===== config.mk =====
export PLATFORM = sky130hd
export DESIGN_NAME = tpc_pattern_gen
export DESIGN_NICKNAME = d
export VERILOG_FILES = /design/src/rtl/tpc_pkg.sv /design/src/rtl/tpc_slot_timer.sv /design/src/rtl/tpc_active_dec.sv /design/src/rtl/tpc_step_ctrl.sv /design/src/rtl/tpc_pattern_gen.sv
export SDC_FILE = /design/constraint.sdc
export NUM_CORES = 1
export LEC_CHECK = 0
export ABC_CLOCK_PERIOD_IN_PS = 800
export BUFFER_PORTS_ARGS = -buffer_cell sky130_fd_sc_hd__buf_2
export CAP_MARGIN = 5
export CORE_ASPECT_RATIO = 0.6
export CORE_MARGIN = 8
export CORE_UTILIZATION = 50
export CTS_CLUSTER_SIZE = 10
export DETAILED_ROUTE_END_ITERATION = 12
export GPL_ROUTABILITY_DRIVEN = 0
export MAX_ROUTING_LAYER = met4
export PLACE_DENSITY_LB_ADDON = 0.3
export SLEW_MARGIN = 15
export SYNTH_ARGS = -nofsm -noshare
export SYNTH_HDL_FRONTEND = slang
export SYNTH_HIERARCHICAL = 1
export SYNTH_SLANG_ARGS = --single-unit
export TNS_END_PERCENT = 1

===== constraint.sdc =====
create_clock -name clk -period 0.8 [get_ports clk]
set_input_delay 0.08 -clock clk [delete_from_list [all_inputs] [get_ports clk]]
set_output_delay 0.08 -clock clk [all_outputs]
set_load 0.01 [all_outputs]

===== src/rtl/tpc_pkg.sv =====
package tpc_pkg;

  typedef enum logic [2:0] {
    MODE_ACTIVE = 3'd0,
    MODE_ALT    = 3'd1,
    MODE_UP     = 3'd2,
    MODE_DOWN   = 3'd3,
    MODE_TEN    = 3'd4
  } tpc_mode_e;

  localparam logic TPC_UP = 1'b1;
  localparam logic TPC_DN = 1'b0;

endpackage


===== src/rtl/tpc_slot_timer.sv =====
module tpc_slot_timer #(
  parameter int SET_LEN = 5,
  parameter int RUN_LEN = 10,
  localparam int SET_W  = (SET_LEN > 1) ? $clog2(SET_LEN) : 1,
  localparam int PER    = 2 * RUN_LEN,
  localparam int RUN_W  = $clog2(PER)
) (
  input  logic             clk,
  input  logic             rst_n,
  input  logic             slot_stb,
  input  logic             frame_stb,
  output logic [SET_W-1:0] set_pos,
  output logic             run_up
);

  logic [SET_W-1:0] pos_q, pos_n;
  logic [RUN_W-1:0] run_q, run_n, cur_run;
  logic             frame_hit;

  assign frame_hit = slot_stb & frame_stb;

  always_comb begin
    set_pos = frame_hit ? '0 : pos_q;
    cur_run = frame_hit ? '0 : run_q;
    run_up  = (cur_run < RUN_W'(RUN_LEN));
    pos_n   = pos_q;
    run_n   = run_q;
    if (slot_stb) begin
      pos_n = (set_pos == SET_W'(SET_LEN - 1)) ? '0 : set_pos + 1'b1;
      run_n = (cur_run == RUN_W'(PER - 1))     ? '0 : cur_run + 1'b1;
    end
  end

  always_ff @(posedge clk or negedge rst_n) begin
    if (!rst_n) begin
      pos_q <= '0;
      run_q <= '0;
    end else begin
      pos_q <= pos_n;
      run_q <= run_n;
    end
  end

endmodule


===== src/rtl/tpc_active_dec.sv =====
module tpc_active_dec #(
  parameter int ERR_W    = 16,
  parameter int DEADBAND = 75
) (
  input  logic signed [ERR_W-1:0] pwr_err,
  input  logic                    algo_two,
  output logic                    want_bit,
  output logic                    in_band
);
  import tpc_pkg::*;

  localparam logic signed [ERR_W-1:0] BAND_HI = ERR_W'(DEADBAND);
  localparam logic signed [ERR_W-1:0] BAND_LO = -ERR_W'(DEADBAND);

  always_comb begin
    want_bit = (pwr_err < 0) ? TPC_UP : TPC_DN;
    in_band  = algo_two && (pwr_err >= BAND_LO) && (pwr_err <= BAND_HI);
  end

endmodule


===== src/rtl/tpc_step_ctrl.sv =====
module tpc_step_ctrl #(
  parameter int SET_LEN = 5,
  localparam int SET_W  = (SET_LEN > 1) ? $clog2(SET_LEN) : 1,
  localparam int CNT_W  = $clog2(SET_LEN + 1)
) (
  input  logic             clk,
  input  logic             rst_n,
  input  logic             alt_mode,
  input  logic             algo_two,
  input  logic             slot_stb,
  input  logic [SET_W-1:0] set_pos,
  input  logic             step_up_req,
  input  logic             step_dn_req,
  output logic             inj_active,
  output logic             inj_bit
);

  logic             pend_q, pend_n;
  logic             dir_q, dir_n;
  logic             burst_q, burst_n;
  logic [CNT_W-1:0] bcnt_q, bcnt_n;
  logic             busy, start_ok;

  assign busy     = pend_q | burst_q;
  assign start_ok = pend_q && (!algo_two || set_pos == '0);

  always_comb begin
    inj_active = alt_mode && slot_stb && (burst_q || start_ok);
    inj_bit    = dir_q;
  end

  always_comb begin
    pend_n  = pend_q;
    dir_n   = dir_q;
    burst_n = burst_q;
    bcnt_n  = bcnt_q;
    if (!alt_mode) begin
      pend_n  = 1'b0;
      burst_n = 1'b0;
      bcnt_n  = '0;
    end else begin
      if (slot_stb) begin
        if (burst_q) begin
          if (bcnt_q == CNT_W'(SET_LEN - 1)) begin
            burst_n = 1'b0;
            bcnt_n  = '0;
          end else begin
            bcnt_n = bcnt_q + 1'b1;
          end
        end else if (start_ok) begin
          pend_n = 1'b0;
          if (algo_two && SET_LEN > 1) begin
            burst_n = 1'b1;
            bcnt_n  = CNT_W'(1);
          end
        end
      end
      if (!busy && (step_up_req || step_dn_req)) begin
        pend_n = 1'b1;
        dir_n  = step_up_req;
      end
    end
  end

  always_ff @(posedge clk or negedge rst_n) begin
    if (!rst_n) begin
      pend_q  <= 1'b0;
      dir_q   <= 1'b0;
      burst_q <= 1'b0;
      bcnt_q  <= '0;
    end else begin
      pend_q  <= pend_n;
      dir_q   <= dir_n;
      burst_q <= burst_n;
      bcnt_q  <= bcnt_n;
    end
  end

endmodule


===== src/rtl/tpc_pattern_gen.sv =====
module tpc_pattern_gen #(
  parameter int ERR_W    = 16,
  parameter int DEADBAND = 75,
  parameter int SET_LEN  = 5,
  parameter int RUN_LEN  = 10
) (
  input  logic             clk,
  input  logic             rst_n,
  input  logic             slot_stb,
  input  logic             frame_stb,
  input  logic [2:0]       mode_sel,
  input  logic             algo_two,
  input  logic             step_up_req,
  input  logic             step_dn_req,
  input  logic [ERR_W-1:0] pwr_err,
  output logic             tpc_bit,
  output logic             tpc_vld
);
  import tpc_pkg::*;

  localparam int SET_W = (SET_LEN > 1) ? $clog2(SET_LEN) : 1;

  logic [1:0]       rst_sync_q;
  logic             rst_int_n;
  logic [SET_W-1:0] set_pos;
  logic             run_up, want_bit, in_band, inj_active, inj_bit;
  logic             alt_q, alt_n, bit_q, bit_n, vld_q, adv, alt_mode;

  always_ff @(posedge clk or negedge rst_n) begin
    if (!rst_n) rst_sync_q <= 2'b00;
    else        rst_sync_q <= {rst_sync_q[0], 1'b1};
  end
  assign rst_int_n = rst_sync_q[1];

  assign alt_mode = (mode_sel == MODE_ALT);

  tpc_slot_timer #(.SET_LEN(SET_LEN), .RUN_LEN(RUN_LEN)) u_timer (
    .clk(clk), .rst_n(rst_int_n), .slot_stb(slot_stb), .frame_stb(frame_stb),
    .set_pos(set_pos), .run_up(run_up)
  );

  tpc_active_dec #(.ERR_W(ERR_W), .DEADBAND(DEADBAND)) u_dec (
    .pwr_err(pwr_err), .algo_two(algo_two), .want_bit(want_bit), .in_band(in_band)
  );

  tpc_step_ctrl #(.SET_LEN(SET_LEN)) u_step (
    .clk(clk), .rst_n(rst_int_n), .alt_mode(alt_mode), .algo_two(algo_two),
    .slot_stb(slot_stb), .set_pos(set_pos), .step_up_req(step_up_req),
    .step_dn_req(step_dn_req), .inj_active(inj_active), .inj_bit(inj_bit)
  );

  always_comb begin
    adv   = 1'b0;
    bit_n = TPC_DN;
    case (mode_sel)
      MODE_ACTIVE: begin
        if (in_band) begin
          bit_n = alt_q;
          adv   = 1'b1;
        end else begin
          bit_n = want_bit;
        end
      end
      MODE_ALT: begin
        if (inj_active) begin
          bit_n = inj_bit;
        end else begin
          bit_n = alt_q;
          adv   = 1'b1;
        end
      end
      MODE_UP:   bit_n = TPC_UP;
      MODE_DOWN: bit_n = TPC_DN;
      MODE_TEN:  bit_n = run_up;
      default:   bit_n = TPC_DN;
    endcase
    alt_n = adv ? ~alt_q : alt_q;
  end

  always_ff @(posedge clk or negedge rst_int_n) begin
    if (!rst_int_n) begin
      alt_q <= TPC_UP;
      bit_q <= TPC_DN;
      vld_q <= 1'b0;
    end else begin
      vld_q <= slot_stb;
      if (slot_stb) begin
        alt_q <= alt_n;
        bit_q <= bit_n;
      end
    end
  end

  assign tpc_bit = bit_q;
  assign tpc_vld = vld_q;

endmodule


# Word-level counts from Yosys, hierarchy flattened
# Cells that the tools add are included.
# classes
add_sub_neg	3
multipliers	0
n_div	0
n_lt_le_gt_ge	4
n_eq_ne	12
shifts	0
mux	28
bitwise_logic	3
reduce_logical	17
# op_table
cell	n
$mux 3	8
$ge 16x8->1 const B	1
$le 16x8->1 const B	1
$lt 16x1->1 const B	1
$mux 1	16
$ne 3x3->1 const B	5
$mux 5	2
$eq 3x3->1 const B	3
$add 3x1->3 const B	2
$logic_and 1x1->1	6
$logic_not 3->1	2
$reduce_and 3->1	2
$add 5x1->5 const B	1
$eq 5x5->1 const B	1
$lt 5x4->1 const B	1
$pmux 1 s4	1
$reduce_and 2->1	2
$eq 3x1->1 const B	1
$eq 3x2->1 const B	1
$logic_or 1x1->1	3
$logic_not 1->1	2
$ne 2x2->1 const B	1
$pmux 1 s2	1
$and 1x1->1	1
2 further kinds	2
# word_totals
register_bits	19
latchBits	0
mem_bits_rw	0
romBits	0
in_bits	26
output_inout_bits	2
elab_cells	77
mem_count	0

# Logic depth before layout (Yosys ltp)
# depth
depth_word	10
ltp_mapped	10
depth_no_buf	9

# Cells and area by module
# Netlist, hierarchy kept.
# modules_own_cells
module	n_inst	cells_each	area_per_inst_um2	seq_area_each_um2
tpc_slot_timer	1	49	481.7	200.2
tpc_step_ctrl	1	46	391.6	150.1
tpc_pattern_gen	1	19	229.0	126.4
tpc_active_dec	1	15	110.1	0.0

# Worst setup path before layout
# Ideal clock, no wire load.
# synth_timing
path_kind	reg2reg
startpoint	register u_timer.pos_q[0]
endpoint	register bit_q, in the netlist tpc_bit
setup_time_ns	0.126
t_arrival_ns	1.538
required_ns	0.674
path_slack_ns	-0.864
path_stages_with_launch	9
path_buffers	0
synth_period_minus_slack_ns	1.664
cell_sequence	dfrtp_1 > nand2_1 > inv_1 > o31ai_1 > a21oi_1 > nor3_1 > mux2_2 > nand2_1 > a31oi_1
# synth_between
elab_chain_len	8
# synth_lines
element	line	text
start: declaration	tpc_slot_timer.sv:16	logic [SET_W-1:0] pos_q, pos_n;
start signal: assignment	tpc_slot_timer.sv:39	pos_q <= pos_n;
$mux 3	tpc_slot_timer.sv:23	set_pos = frame_hit ? '0 : pos_q;
via set_pos[0]	tpc_pattern_gen.sv:25	logic [SET_W-1:0] set_pos;
$logic_not 3->1	tpc_step_ctrl.sv:25	assign start_ok = pend_q && (!algo_two || set_pos == '0);
$logic_or 1x1->1	tpc_step_ctrl.sv:25	
$logic_and 1x1->1	tpc_step_ctrl.sv:25	
$logic_or 1x1->1	tpc_step_ctrl.sv:28	inj_active = alt_mode && slot_stb && (burst_q || start_ok);
$logic_and 1x1->1	tpc_step_ctrl.sv:28	
via inj_active	tpc_pattern_gen.sv:26	logic run_up, want_bit, in_band, inj_active, inj_bit;
$mux 1	tpc_pattern_gen.sv:65	if (inj_active) begin
$pmux 1 s4	tpc_pattern_gen.sv:55	case (mode_sel)
end signal: assignment	tpc_pattern_gen.sv:89	bit_q <= bit_n;
end: declaration	tpc_pattern_gen.sv:27	logic alt_q, alt_n, bit_q, bit_n, vld_q, adv, alt_mode;
# The timed path passes the listed nets, and every way through them passes these cells.
# A chain may end at the register's enable or synchronous reset.

# Worst setup path in the final report
# layout_timing
startpoint	register u_timer.pos_q[2]
endpoint	register alt_q
# layout_between
elab_chain_len	9
# layout_lines
element	line	text
$mux 3	tpc_slot_timer.sv:23	
via set_pos[2]	tpc_pattern_gen.sv:25	
$logic_not 3->1	tpc_step_ctrl.sv:25	
$logic_or 1x1->1	tpc_step_ctrl.sv:25	
$logic_and 1x1->1	tpc_step_ctrl.sv:25	
$logic_or 1x1->1	tpc_step_ctrl.sv:28	
$logic_and 1x1->1	tpc_step_ctrl.sv:28	
via inj_active	tpc_pattern_gen.sv:26	
$mux 1	tpc_pattern_gen.sv:65	
$pmux 1 s2	tpc_pattern_gen.sv:55	
$reduce_and 2->1 (no line)	n/a	
end signal: assignment	tpc_pattern_gen.sv:88	alt_q <= alt_n;
end: declaration	tpc_pattern_gen.sv:27	
# The timed path passes the listed nets, and every way through them passes these cells.

==> Implementation_results.wiki <==
{| class="wikitable"
! Metric !! Value
|-
| Vias after detailed routing || 1285
|-
| Share of cells above drive strength 1 || 49.7%
|-
| CTS tree || yes
|-
| P_leak || 0.809 nW
|-
| Number of synthesized register bits || 19
|-
| Cell Pwr Density || 1980 nW/um^2
|-
| Multiplexer share of the synthesized area || 4.44%
|-
| Starting density of the core || 54.4%
|-
| Async set-or-reset flop fraction in the synthesized netlist || 100%
|-
| DRC violations left || 0
|-
| Proportion of netlist area held by the largest area contributor || 37.2%
|-
| Mean instance size in the synthesized netlist || 9.40 sq um
|-
| Maximum number of pins on one net before global-route repair || 26
|-
| Core Region || 2230 sq um
|-
| Detail Route Antenna Nets || 0
|-
| First-pass detailed-route iteration total || 4
|-
| Kind of critical path || reg2reg
|-
| Area of the mapped netlist || 1210 sq um
|-
| First DRT Iteration DRCs || 90
|-
| Ports || 28
|-
| Worst slack at placement || -1.04 ns
|-
| Buffer cell driving the clock tree root || sky130_fd_sc_hd__clkbuf_8
|-
| Cell family with the largest share of critical-path delay || compound AO/OA/AOI/OAI gates
|-
| Dominant combinational cell family by area after synthesis || simple AND/OR/NAND/NOR gates
|-
| Data required time at the worst endpoint || 0.99 ns
|-
| Number of enable flip-flop cells after synthesis || 0
|-
| Main area contributors after synthesis || sky130_fd_sc_hd__dfrtp_1 (37%), sky130_fd_sc_hd__ha_1 (5.2%), sky130_fd_sc_hd__nor2b_1 (3.6%)
|-
| Core Util, Final || 81.0%
|-
| Violated checks || negative setup slack
|-
| Via count of the first global-routing pass || 1383
|-
| Inserted Clock Buffers || 3
|-
| Final total power || 0.00358 W
|-
| Total setup violations reported at the end of the flow || 18
|-
| Seq/Total Area, Yosys || 39.3%
|-
| Overall overflow remaining after global route || 0
|-
| GRT Total Usage || 19.1%
|-
| Via density || 5.76
|-
| Unrepaired setup endpoints after global routing || true
|-
| Placed instance area || 1630 sq um
|-
| Worst-Skew Late Latency || 0.25 ns
|-
| IR Drop Worst-Case VDD || 0.00186 V
|-
| Minimum setup slack in the final design || -0.933 ns
|-
| Final cell area excluding filler cells || 1810 sq um
|-
| Setup_tns || -8.95 ns
|-
| Critical-path maximum fanout || 2
|-
| HP Class || in2reg
|-
| Final clock skew || 0.00475 ns
|-
| Sum of routed wire length over all layers || 3810 microns
|-
| Most used flip-flop cell after synthesis || sky130_fd_sc_hd__dfrtp_1
|-
| Wire length per cell || 17.1 microns
|-
| Max-cap viol count || 0
|-
| Number of input and output port buffers inserted || 27
|-
| Number of hold-slack violations in the final timing report || 0
|-
| Arrival time of the worst setup path || 1.92 ns
|-
| Ranking of synthesized cells by instance count || sky130_fd_sc_hd__dfrtp_1 (18), sky130_fd_sc_hd__inv_1 (10), sky130_fd_sc_hd__nand2_1 (9), sky130_fd_sc_hd__nor2_1 (7), sky130_fd_sc_hd__nor2b_1 (7)
|-
| Crit path buf inv count || 1
|-
| Post-synthesis compound-gate area fraction || 21.2%
|-
| HPWL after detailed placement || 2760 microns
|-
| Most common cell in the synthesized netlist || sky130_fd_sc_hd__dfrtp_1
|-
| Cell type contributing the most total cell area after synthesis || sky130_fd_sc_hd__dfrtp_1
|-
| Maximum count of clock buffers along a single path || 2
|-
| Ordered list of cells on the worst path || and2_4 > o31ai_4 > a21oi_2 > nor3_2 > buf_4 > nor2b_2 > o211ai_1 > xnor2_1
|-
| Area Overhead vs Synth || 48.9%
|-
| Launching element type of the critical path || register
|-
| Wire length of the first global-routing pass || 6190 microns
|-
| Area share of xor/xnor cells in the synthesized design || 0.722%
|-
| Total number of yosys warnings || 6
|-
| Die span in x || 79.6 microns
|-
| Antenna Diode Count || 0
|-
| Gate count after technology mapping || 129
|-
| Total Die Area || 4310 sq um
|-
| Number of placement rows || 13
|-
| Net Count, Synth || 160
|-
| Clock tree sinks || 19
|-
| Min Tclk post-route || 1.73 ns
|-
| CP endpoint kind || register
|-
| Fin crit share || 217%
|-
| Slowest stage delay, CP || 0.39 ns
|-
| Arithmetic-cell share of the synthesized area counting full adders, half adders and majority gates || 5.16%
|-
| Run status || finished with violations
|-
| Master of the slowest instance on the critical path || sky130_fd_sc_hd__dfrtp_1
|-
| Pins Over Slew Limit || 0
|-
| Number of antenna violations at the first check in global routing || 0
|-
| CTS HTree Levels || 1
|-
| Post-layout nets || 225
|-
| Fraction of the mapped netlist area in simple logic gates || 24.3%
|-
| Synth cell types || 46
|-
| Die Ht || 54.1 microns
|-
| Register clock-pin slew on the reported worst setup and hold paths || 0.07 ns
|-
| Highest clock rate || 577 MHz
|}
-- flip-flops by register name (all words and copies together) (netlist names) --
register and flops:
u_step/pend_q 1, rst_sync_q 2, u_step/inj_bit 1, tpc_vld 1, u_step/bcnt_q 3, u_step/burst_q 1
u_timer/pos_q 3, tpc_bit 1, alt_q 1, u_timer/run_q 5
-- power by group --
group	leakage, nW	internal (W)	switching [W]
Sequential	0.236	0.00117	0.000146
Combinational	0.548	0.000900	0.000697
Clock	0.0255	0.000346	0.000314
-- worst paths after layout --
path	from	endpoint	slack, ns	depth (start not counted)
setup reg to reg	u_timer/pos_q[2]$_DFFE_PN0P_	alt_q$_DFFE_PN1P_	-0.93	8
setup / recovery	u_timer/pos_q[2]$_DFFE_PN0P_	alt_q$_DFFE_PN1P_	-0.93	8
hold / removal	step_up_req	u_step/inj_bit$_DFFE_PN0P_	0.11	2
max in group asynchronous	rst_sync_q[1]$_DFF_PN0_	alt_q$_DFFE_PN1P_	0.39	1
min in group asynchronous	rst_n	rst_sync_q[0]$_DFF_PN0_	0.13	2
hold reg to reg	rst_sync_q[1]$_DFF_PN0_	u_timer/pos_q[0]$_DFFE_PN0P_	0.20	1
-- placed cells by master, fill, tap and decap left out, types with 4 or more instances in the layout --
| cell | Yosys | routed |
|---|---|---|
| sky130_fd_sc_hd__buf_4 | 2 | 29 |
| sky130_fd_sc_hd__nor2b_1 | 7 | 6 |
| sky130_fd_sc_hd__inv_1 | 10 | 8 |
| sky130_fd_sc_hd__a31oi_1 | 4 | 4 |
| sky130_fd_sc_hd__buf_2 | 0 | 27 |
| sky130_fd_sc_hd__buf_6 | 0 | 5 |
| sky130_fd_sc_hd__nand2_1 | 9 | 7 |
| sky130_fd_sc_hd__nor2_1 | 7 | 6 |
| sky130_fd_sc_hd__dfrtp_1 | 18 | 18 |
-- metrics by stage --
| stage | hold WS, ns | cells |
|---|---|---|
| floorplan | -0.216 | 129 |
| global placement | -0.135 | 216 |
| detailed placement | -0.134 | 216 |
| CTS | 0.0956 | 222 |
| global route | 0.114 | 223 |
| finish | 0.107 | 223 |
-- kinds of logic (layout without fill, tap and decap cells) --
logic type	Yosys count	in the layout
multiplexers	5	5
adder cells (fa/ha/maj)	5	5
AO/OA/AOI/OAI	36	36
XOR/XNOR	1	1
AND/OR/NAND/NOR	49	49
other	1	1
buffers and inverters	13	77
flip-flops	19	19
-- cell type report --
type | count | area (sq um)
multi-input cells | 97 | 768
flip-flops and latches | 19 | 477
repair buffers | 63 | 439
fillers | 110 | 423
clock buffers | 3 | 41.3
inverters | 10 | 37.5
well taps | 30 | 37.5
clock inverters | 1 | 5.00
-- routing by layer --
metal  vias to the layer above  part of all wire, %  track usage (%)
met5                         -                    0                -
li1                        597                    -                -
met3                        10                  5.4             5.15
met2                        53                   49             34.1
met1                       625                   43             20.7
met4                         0                  2.4             5.79
-- repair_timing --
item,4_1_cts,5_1_grt
endpoints found under the hold margin,2,0
pin swaps,15,6
endpoints found under the setup margin,18,18
setup buffers,1,1
resized for setup,24,7
hold buffers,1,0
Note: power is estimated with default switching activity, not from simulation.
